File: src/rtl/wdog_pkg.sv
package wdog_pkg;
  localparam int ADDR_W = 12;
  localparam int DATA_W = 32;
  localparam int CTRL_W = 2;

  localparam logic [ADDR_W-1:0] OFF_LOAD  = 12'h000;
  localparam logic [ADDR_W-1:0] OFF_COUNT = 12'h004;
  localparam logic [ADDR_W-1:0] OFF_CTRL  = 12'h008;
  localparam logic [ADDR_W-1:0] OFF_KICK  = 12'h00C;
  localparam logic [ADDR_W-1:0] OFF_LOCK  = 12'hC00;

  localparam logic [DATA_W-1:0] UNLOCK_KEY = 32'h1ACCE551;

  typedef struct packed {
    logic rst_en;
    logic run;
  } ctrl_t;
endpackage

File: src/rtl/wdog_prescale.sv
module wdog_prescale #(
  parameter int DIV = 16
) (
  input  logic clk_i,
  input  logic rst_ni,
  input  logic en_i,
  input  logic clr_i,
  output logic tick_o
);
  localparam int PW = (DIV > 1) ? $clog2(DIV) : 1;
  localparam logic [PW-1:0] LAST = PW'(DIV - 1);

  logic [PW-1:0] pcnt_q;

  always_ff @(posedge clk_i or negedge rst_ni) begin
    if (!rst_ni)              pcnt_q <= '0;
    else if (clr_i || !en_i)  pcnt_q <= '0;
    else if (pcnt_q == LAST)  pcnt_q <= '0;
    else                      pcnt_q <= pcnt_q + 1'b1;
  end

  assign tick_o = en_i && (pcnt_q == LAST);
endmodule

File: src/rtl/wdog_regs.sv
module wdog_regs
  import wdog_pkg::*;
#(
  parameter int CNT_W = DATA_W
) (
  input  logic              clk_i,
  input  logic              rst_ni,
  input  logic              bus_we_i,
  input  logic [ADDR_W-1:0] bus_addr_i,
  input  logic [DATA_W-1:0] bus_wdata_i,
  output logic [DATA_W-1:0] bus_rdata_o,
  input  logic [CNT_W-1:0]  count_i,
  output logic [CNT_W-1:0]  load_q_o,
  output logic [CNT_W-1:0]  load_nxt_o,
  output ctrl_t             ctrl_o,
  output logic              lock_o,
  output logic              reload_o,
  output logic              kick_o
);
  logic [CNT_W-1:0] load_q;
  ctrl_t            ctrl_q;
  logic             lock_q;
  logic             open_wr, load_wr, ctrl_wr, lock_wr;

  assign open_wr = bus_we_i && !lock_q;
  assign load_wr = open_wr && (bus_addr_i == OFF_LOAD);
  assign ctrl_wr = open_wr && (bus_addr_i == OFF_CTRL);
  assign kick_o  = open_wr && (bus_addr_i == OFF_KICK);
  assign lock_wr = bus_we_i && (bus_addr_i == OFF_LOCK);

  always_ff @(posedge clk_i or negedge rst_ni) begin
    if (!rst_ni) begin
      load_q <= '1;
      ctrl_q <= '0;
      lock_q <= 1'b1;
    end else begin
      if (load_wr) load_q <= bus_wdata_i[CNT_W-1:0];
      if (ctrl_wr) ctrl_q <= ctrl_t'(bus_wdata_i[CTRL_W-1:0]);
      if (lock_wr) lock_q <= (bus_wdata_i != UNLOCK_KEY);
    end
  end

  assign load_nxt_o = load_wr ? bus_wdata_i[CNT_W-1:0] : load_q;
  assign reload_o   = load_wr || kick_o;
  assign load_q_o   = load_q;
  assign ctrl_o     = ctrl_q;
  assign lock_o     = lock_q;

  always_comb begin
    bus_rdata_o = '0;
    unique case (bus_addr_i)
      OFF_LOAD:  bus_rdata_o[CNT_W-1:0]  = load_q;
      OFF_COUNT: bus_rdata_o[CNT_W-1:0]  = count_i;
      OFF_CTRL:  bus_rdata_o[CTRL_W-1:0] = ctrl_q;
      OFF_LOCK:  bus_rdata_o[0]          = lock_q;
      default:   bus_rdata_o = '0;
    endcase
  end
endmodule

File: src/rtl/wdog_core.sv
module wdog_core #(
  parameter int CNT_W = 32
) (
  input  logic             clk_i,
  input  logic             rst_ni,
  input  logic             tick_i,
  input  logic             reload_i,
  input  logic             kick_i,
  input  logic             rst_en_i,
  input  logic [CNT_W-1:0] load_i,
  output logic [CNT_W-1:0] count_o,
  output logic             irq_pend_o,
  output logic             rst_req_o
);
  localparam logic [CNT_W-1:0] ONE = CNT_W'(1);

  logic [CNT_W-1:0] count_q, load_eff;
  logic             pend_q, rreq_q, expire;

  assign load_eff = (load_i == '0) ? ONE : load_i;
  // reload from the bus wins over a coincident expiry
  assign expire   = tick_i && (count_q == ONE) && !reload_i;

  always_ff @(posedge clk_i or negedge rst_ni) begin
    if (!rst_ni) begin
      count_q <= '1;
      pend_q  <= 1'b0;
      rreq_q  <= 1'b0;
    end else begin
      if (reload_i || expire) count_q <= load_eff;
      else if (tick_i)        count_q <= count_q - ONE;

      if (kick_i)      pend_q <= 1'b0;
      else if (expire) pend_q <= 1'b1;

      if (expire && pend_q && rst_en_i) rreq_q <= 1'b1;
    end
  end

  assign count_o    = count_q;
  assign irq_pend_o = pend_q;
  assign rst_req_o  = rreq_q;
endmodule

File: src/rtl/lock_wdog.sv
module lock_wdog
  import wdog_pkg::*;
#(
  parameter int DIV   = 16,
  parameter int CNT_W = DATA_W
) (
  input  logic              clk_i,
  input  logic              rst_ni,
  input  logic              bus_we_i,
  input  logic [ADDR_W-1:0] bus_addr_i,
  input  logic [DATA_W-1:0] bus_wdata_i,
  output logic [DATA_W-1:0] bus_rdata_o,
  output logic              irq_o,
  output logic              rst_req_o
);
  logic [CNT_W-1:0] load_q, load_nxt, count_q;
  ctrl_t            ctrl_q;
  logic             lock_q, reload, kick, tick, irq_pend;

  wdog_regs #(.CNT_W(CNT_W)) u_regs (
    .clk_i       (clk_i),
    .rst_ni      (rst_ni),
    .bus_we_i    (bus_we_i),
    .bus_addr_i  (bus_addr_i),
    .bus_wdata_i (bus_wdata_i),
    .bus_rdata_o (bus_rdata_o),
    .count_i     (count_q),
    .load_q_o    (load_q),
    .load_nxt_o  (load_nxt),
    .ctrl_o      (ctrl_q),
    .lock_o      (lock_q),
    .reload_o    (reload),
    .kick_o      (kick)
  );

  wdog_prescale #(.DIV(DIV)) u_pre (
    .clk_i  (clk_i),
    .rst_ni (rst_ni),
    .en_i   (ctrl_q.run),
    .clr_i  (reload),
    .tick_o (tick)
  );

  wdog_core #(.CNT_W(CNT_W)) u_core (
    .clk_i      (clk_i),
    .rst_ni     (rst_ni),
    .tick_i     (tick),
    .reload_i   (reload),
    .kick_i     (kick),
    .rst_en_i   (ctrl_q.rst_en),
    .load_i     (load_nxt),
    .count_o    (count_q),
    .irq_pend_o (irq_pend),
    .rst_req_o  (rst_req_o)
  );

  assign irq_o = irq_pend && ctrl_q.run;
endmodule

File: config.mk
export PLATFORM = sky130hd
export DESIGN_NAME = lock_wdog
export DESIGN_NICKNAME = d
export VERILOG_FILES = /design/src/rtl/wdog_pkg.sv /design/src/rtl/wdog_prescale.sv /design/src/rtl/wdog_regs.sv /design/src/rtl/wdog_core.sv /design/src/rtl/lock_wdog.sv
export SDC_FILE = /design/constraint.sdc
export NUM_CORES = 1
export LEC_CHECK = 0
export BUFFER_PORTS_ARGS = -buffer_cell sky130_fd_sc_hd__buf_2
export CAP_MARGIN = 10
export CORE_MARGIN = 2
export CORE_UTILIZATION = 60
export CTS_CLUSTER_DIAMETER = 30
export CTS_CLUSTER_SIZE = 24
export DETAILED_ROUTE_END_ITERATION = 8
export PLACE_DENSITY = 0.85
export RECOVER_POWER = 25
export SYNTH_ARGS = -nofsm -noshare
export SYNTH_HDL_FRONTEND = slang
export SYNTH_HIERARCHICAL = 1
export SYNTH_SLANG_ARGS = --single-unit
File: constraint.sdc
create_clock -name clk_i -period 5.9 [get_ports clk_i]
set_input_delay 1.18 -clock clk_i [delete_from_list [all_inputs] [get_ports clk_i]]
set_output_delay 1.18 -clock clk_i [all_outputs]
set_load 0.01 [all_outputs]
# Word-level counts from Yosys, hierarchy flattened

Cells that the tools add are included.
W data, S select, Z words.

Output and inout port bits: 34
Bits in registers: 73

Multiplexer cells: 11
Add/sub/neg operators: 2
Eq/ne operators: 7
Reductions and logical operators: 21

Operators by type and width:

| operator                | count |
|---|---|
| $mux W32                | 4 |
| $pmux W30 S2            | 1 |
| $eq A32 B1 Y1 const B   | 1 |
| $logic_not A32 Y1       | 1 |
| $ne A32 B29 Y1 const B  | 1 |
| $sub A32 B1 Y32 const B | 1 |
| $eq A12 B4 Y1 const B   | 2 |
| $eq A12 B12 Y1 const B  | 1 |
| $eq A12 B3 Y1 const B   | 1 |
| $logic_not A12 Y1       | 1 |
| $logic_and A1 B1 Y1     | 11 |
| $mux W4                 | 2 |
| $add A4 B1 Y4 const B   | 1 |
| $eq A4 B4 Y1 const B    | 1 |
| $pmux W1 S4             | 1 |
| $reduce_bool A2 Y1      | 2 |
| $logic_not A1 Y1        | 3 |
| $logic_or A1 B1 Y1      | 3 |
| $pmux W1 S3             | 1 |
| $mux W1                 | 2 |

# Logic depth before layout (Yosys ltp)

Word-level depth: 8
Mapped depth: 11
Depth with buffers taken out: 9

# Hierarchy

The synthesis kept the hierarchy.

By module, submodules not included:

| module        | instances | area an instance (µm²) | cells each | seq. area each (µm²) |
|---|---|---|---|---|
| wdog_regs     | 1         | 2082.0                 | 153        | 917.1 |
| wdog_core     | 1         | 2033.2                 | 215        | 890.9 |
| wdog_prescale | 1         | 180.2                  | 15         | 100.1 |
| lock_wdog     | 1         | 6.3                    | 1          | 0.0 |

# Worst setup path after synthesis

Ideal clock, no wire load.

Path kind: input -> output
Start point: input port bus_addr_i[7]
End point: output port bus_rdata_o[10]
Path buffers: 1
Stages on the path: 5
Path slack: 2357 ps
Data arrival time: 2363 ps
Data required time: 4720 ps
Cells stage by stage: nor4_4 nand3_2 nor3_1 clkbuf_1 a22o_1

Cells in the longest elaborated chain, start to end: 2
Elaborated cells between the ends (all ways): 3

RTL lines:

| item                                                      | line            | RTL |
|---|---|---|
| from (decl)                                               | lock_wdog.sv:10 | `input logic [ADDR_W-1:0] bus_addr_i,` |
| $eq A12 B3 Y1 / $logic_not A12 Y1 (equally long branches) | wdog_regs.sv:51 | `unique case (bus_addr_i)` |
| $pmux W30 S2 (*)                                          | wdog_regs.sv:51 |  |
| to (decl)                                                 | lock_wdog.sv:12 | `output logic [DATA_W-1:0] bus_rdata_o,` |

Every way passes the cells marked *; elsewhere a longest branch is shown, timed or not.

# Worst setup path after layout

Start point: input port bus_addr_i[9]
End point: output port bus_rdata_o[21]

Same word-level chain as after synthesis.

==> metrics.md <==
| Metric | Value |
|---|---|
| Achievable Freq | 232 MHz |
| Worst R2R End | u_core/count_o[1]$_DFFE_PN1P_ |
| Post-CTS setup buffer count | 0 |
| Syn Area/Cell | 11.2 um2 |
| Seq/Total Area, Yosys | 44.4% |
| Die height | 88.7 um |
| Reg clk slew, reported paths | 0.08 ns |
| Finished Cell Area | 4900 um2 |
| Share of cells above drive strength 1 | 46.9% |
| Num rows | 30 |
| Fin crit period | 4.31 ns |
| Fillcell total | 511 |
| Worst reg2reg path depth | 6 |
| Synth top cells by count | 65 x dfstp_2, 47 x nor2_1, 30 x a22o_1, 30 x mux2_4, 29 x a21oi_1 |
| Setup tns final | 0 ns |
| Drt total wl | 10.8 mm |
| Final slew viol count | 76 |
| Core outline area | 6870 um2 |
| Leak | 0.00226 uW |
| Slew @ Worst Pin | 2.17 ns |
| Synth area leaders | dfstp_2 40%, mux2_4 10%, a22o_1 6.1% |
| # DRC | 0 |
| Post-Syn Nets | 434 |
| CTS H-tree lvls | 3 |
| Diode count | 0 |
| Buffers on Ports | 80 |
| Rel. slew slack | -44.9% |
| Hold_sp | u_core/rst_req_o$_DFFE_PN0P_ |
| Adder-Cell Fraction of Synth Area | 0.873% |
| Clock tree buffer depth | 2 |
| CTS Buf Count | 9 |
| Largest net degree at the start of global routing | 64 |
| Clock Skew | 0.0124 ns |
| Initial Utilization | 62.6% |
| Largest area contributor in the netlist | dfstp_2 |
| Routed Antenna Nets | 0 |
| Initial drt markers | 246 |
| Die Wd | 88.7 um |
| Synth top area share | 39.7% |
| Gate power share | 4.4% |
| Sequential power share | 55.7% |
| CTS tree | done |
| Fin. Hold Viols | 0 |
| WHS Path Cells | 1 |
| RSZ-0062 raised after global routing | false |
| Crit Path Max Fanout | 16 |
| Mapped Cells | 384 |
| Avg WL per Cell | 19.3 um |
| Hold Path Sink | u_core/rst_req_o$_DFFE_PN0P_ |
| DR pass1 iterations | 4 |
| Area growth, synth to finish | 13.9% |
| Outcome | finished with violations |
| Count leader, synth | dfstp_2 |
| Total gr overflow | 0 |
| First-pass GRT wire length | 17.1 mm |
| Final setup fails | 0 |
| CP Data Required Time | 4.72 ns |
| RR Startpoint | u_pre/pcnt_q[0]$_DFF_PN0_ |
| Commonest register cell after synthesis | dfstp_2 |
| Post-Synth XOR/XNOR Area | 5.90% |
| Failing checks | capacitance limit, slew limit |
| CP Data Arrival Time | 3.13 ns |
| Total Power | 903 uW |
| CP Class | input pin to output port |
| P per Cell Area | 184 nW/um2 |
| GPL Wtd Cong | 0.851 |
| #FFs+latches synth | 73 |
| Post-synthesis mux area share | 12.2% |
| Clk network pwr share | 39.9% |
| Async S/R FF share, synth | 100% |
| Placed Area | 4720 um2 |
| Register-to-Register Setup Slack | 2.82 ns |
| Internal Pwr Total | 683 uW |
| Synthesized area | 4300 um2 |
| Post-CTS Resized | 0 |
| Dominant combinational cell family by area after synthesis | simple AND/OR/NAND/NOR gates |
| Simple logic cell fraction of the synthesized area | 20.6% |
| Overall routing resource usage | 28.7% |
| Vias | 3468 |
| Endpoint type of the worst setup path | output port |
| # IOs | 81 |
| Peak supply drop | 147 uV |
| Sw Ratio | 24.4% |
| Complex-gate fraction of the synthesized area | 12.4% |
| Min-delay worst type | register to register |
| Max-cap viol count | 2 |
| Clk_lat worst skew | 0.36 ns |
| Number of synthesized flops with an enable pin | 0 |
| Die area | 7860 um2 |
| Critical path launch point type | input pin |
| Clock root buffer | clkbuf_8 |
| Final nets | 510 |
| Hold buffer count at CTS | 0 |
| Crit share post-route | 73.0% |
| CTS Sinks | 73 |
| Vias/cell | 6.18 |
| Initial antenna violation count | 0 |
| Warnings from Yosys | 6 |
| Vias in the first global route | 3473 |
| Detailed placer's ending HPWL | 7.53 mm |
| Post-synth cell types | 53 |
| Final Util | 71.3% |
| P_sw | 220 uW |
==> critical path: stages <==
cell and delay [ns]:
buf_2 0.12, nor4_4 0.34, nand3_2 0.17, nor2b_2 0.65, buf_4 0.36, a22o_1 0.17
buf_2 0.13
==> layout make-up <==
cell class / instances / area, um2 / area share (%)
Clock buffer: 10 / 138 / 2.81
Clock inverter: 6 / 42.5 / 0.868
Inverter: 5 / 18.8 / 0.383
Tap cell: 96 / 120 / 2.45
Timing Repair Buffer: 84 / 425 / 8.68
Multi-Input combinational cell: 287 / 2250 / 45.9
Sequential cell: 73 / 1910 / 38.9
==> metrics by stage <==
stage / setup WS, ns / instances / hold slack [ns]
2_1_floorplan: 2.36 / 384 / 0.462
6_report: 1.59 / 561 / 0.495
3_5_place_dp: 1.63 / 545 / 0.489
4_1_cts: 1.63 / 561 / 0.508
3_3_place_gp: 1.69 / 545 / 0.455
5_1_grt: 1.49 / 561 / 0.533
==> metal layers <==
layer / part of all wire (%) / GRT usage [%]
met1: 42 / 37.3
met2: 47 / 46.5
met3: 7.8 / 5.04
met4: 3.3 / 13.8
met5: 0 / 0
==> power by group through the flow <==
stage | Clock (uW) | Combinational [uW] | Sequential [uW]
floorplan | 0 | 7.24 | 511
global placement | 0 | 39.8 | 511
detailed placement | 0 | 40.2 | 511
CTS | 364 | 40.4 | 503
global route | 384 | 44.0 | 503
finish | 360 | 39.7 | 503
==> cell families after synthesis <==
logic type / count (synthesis)
compound gates: 75
xor+xnor: 29
fa+ha+maj: 3
buf+inv: 24
flops: 73
mux: 37
simple gates: 143
==> worst max path at each step <==
stage	to	slack (ns)	from
6_report	bus_rdata_o[21]	1.59	bus_addr_i[9]
5_1_grt	bus_rdata_o[20]	1.49	bus_addr_i[7]
4_1_cts	bus_rdata_o[21]	1.63	bus_addr_i[7]
3_5_place_dp	bus_rdata_o[21]	1.63	bus_addr_i[7]
3_3_place_gp	bus_rdata_o[29]	1.69	bus_addr_i[7]
2_1_floorplan	bus_rdata_o[10]	2.36	bus_addr_i[7]
==> registers in the layout, summed over array words and instances (netlist names) <==
name	cells
u_core/irq_pend_o	1
u_pre/pcnt_q	4
u_regs/load_q_o	32
u_regs/ctrl_o	2
u_core/rst_req_o	1
u_core/count_o	32
u_regs/lock_o	1
==> cells in the final DEF (no fill, tap or decap), types with 5 or more instances in the layout <==
master,synthesis,final
a21oi_1,29,29
a22o_1,30,30
buf_2,8,79
clkbuf_8,0,10
dfrtp_1,8,8
dfstp_2,65,65
inv_1,5,5
mux2_4,30,30
nand2_1,10,10
nand4_1,8,8
nor2_1,47,47
nor3_1,15,14
nor4_1,16,16
nor4bb_1,6,6
xnor2_1,24,24
xor2_1,5,5
Power figures use the tool's default switching activity.
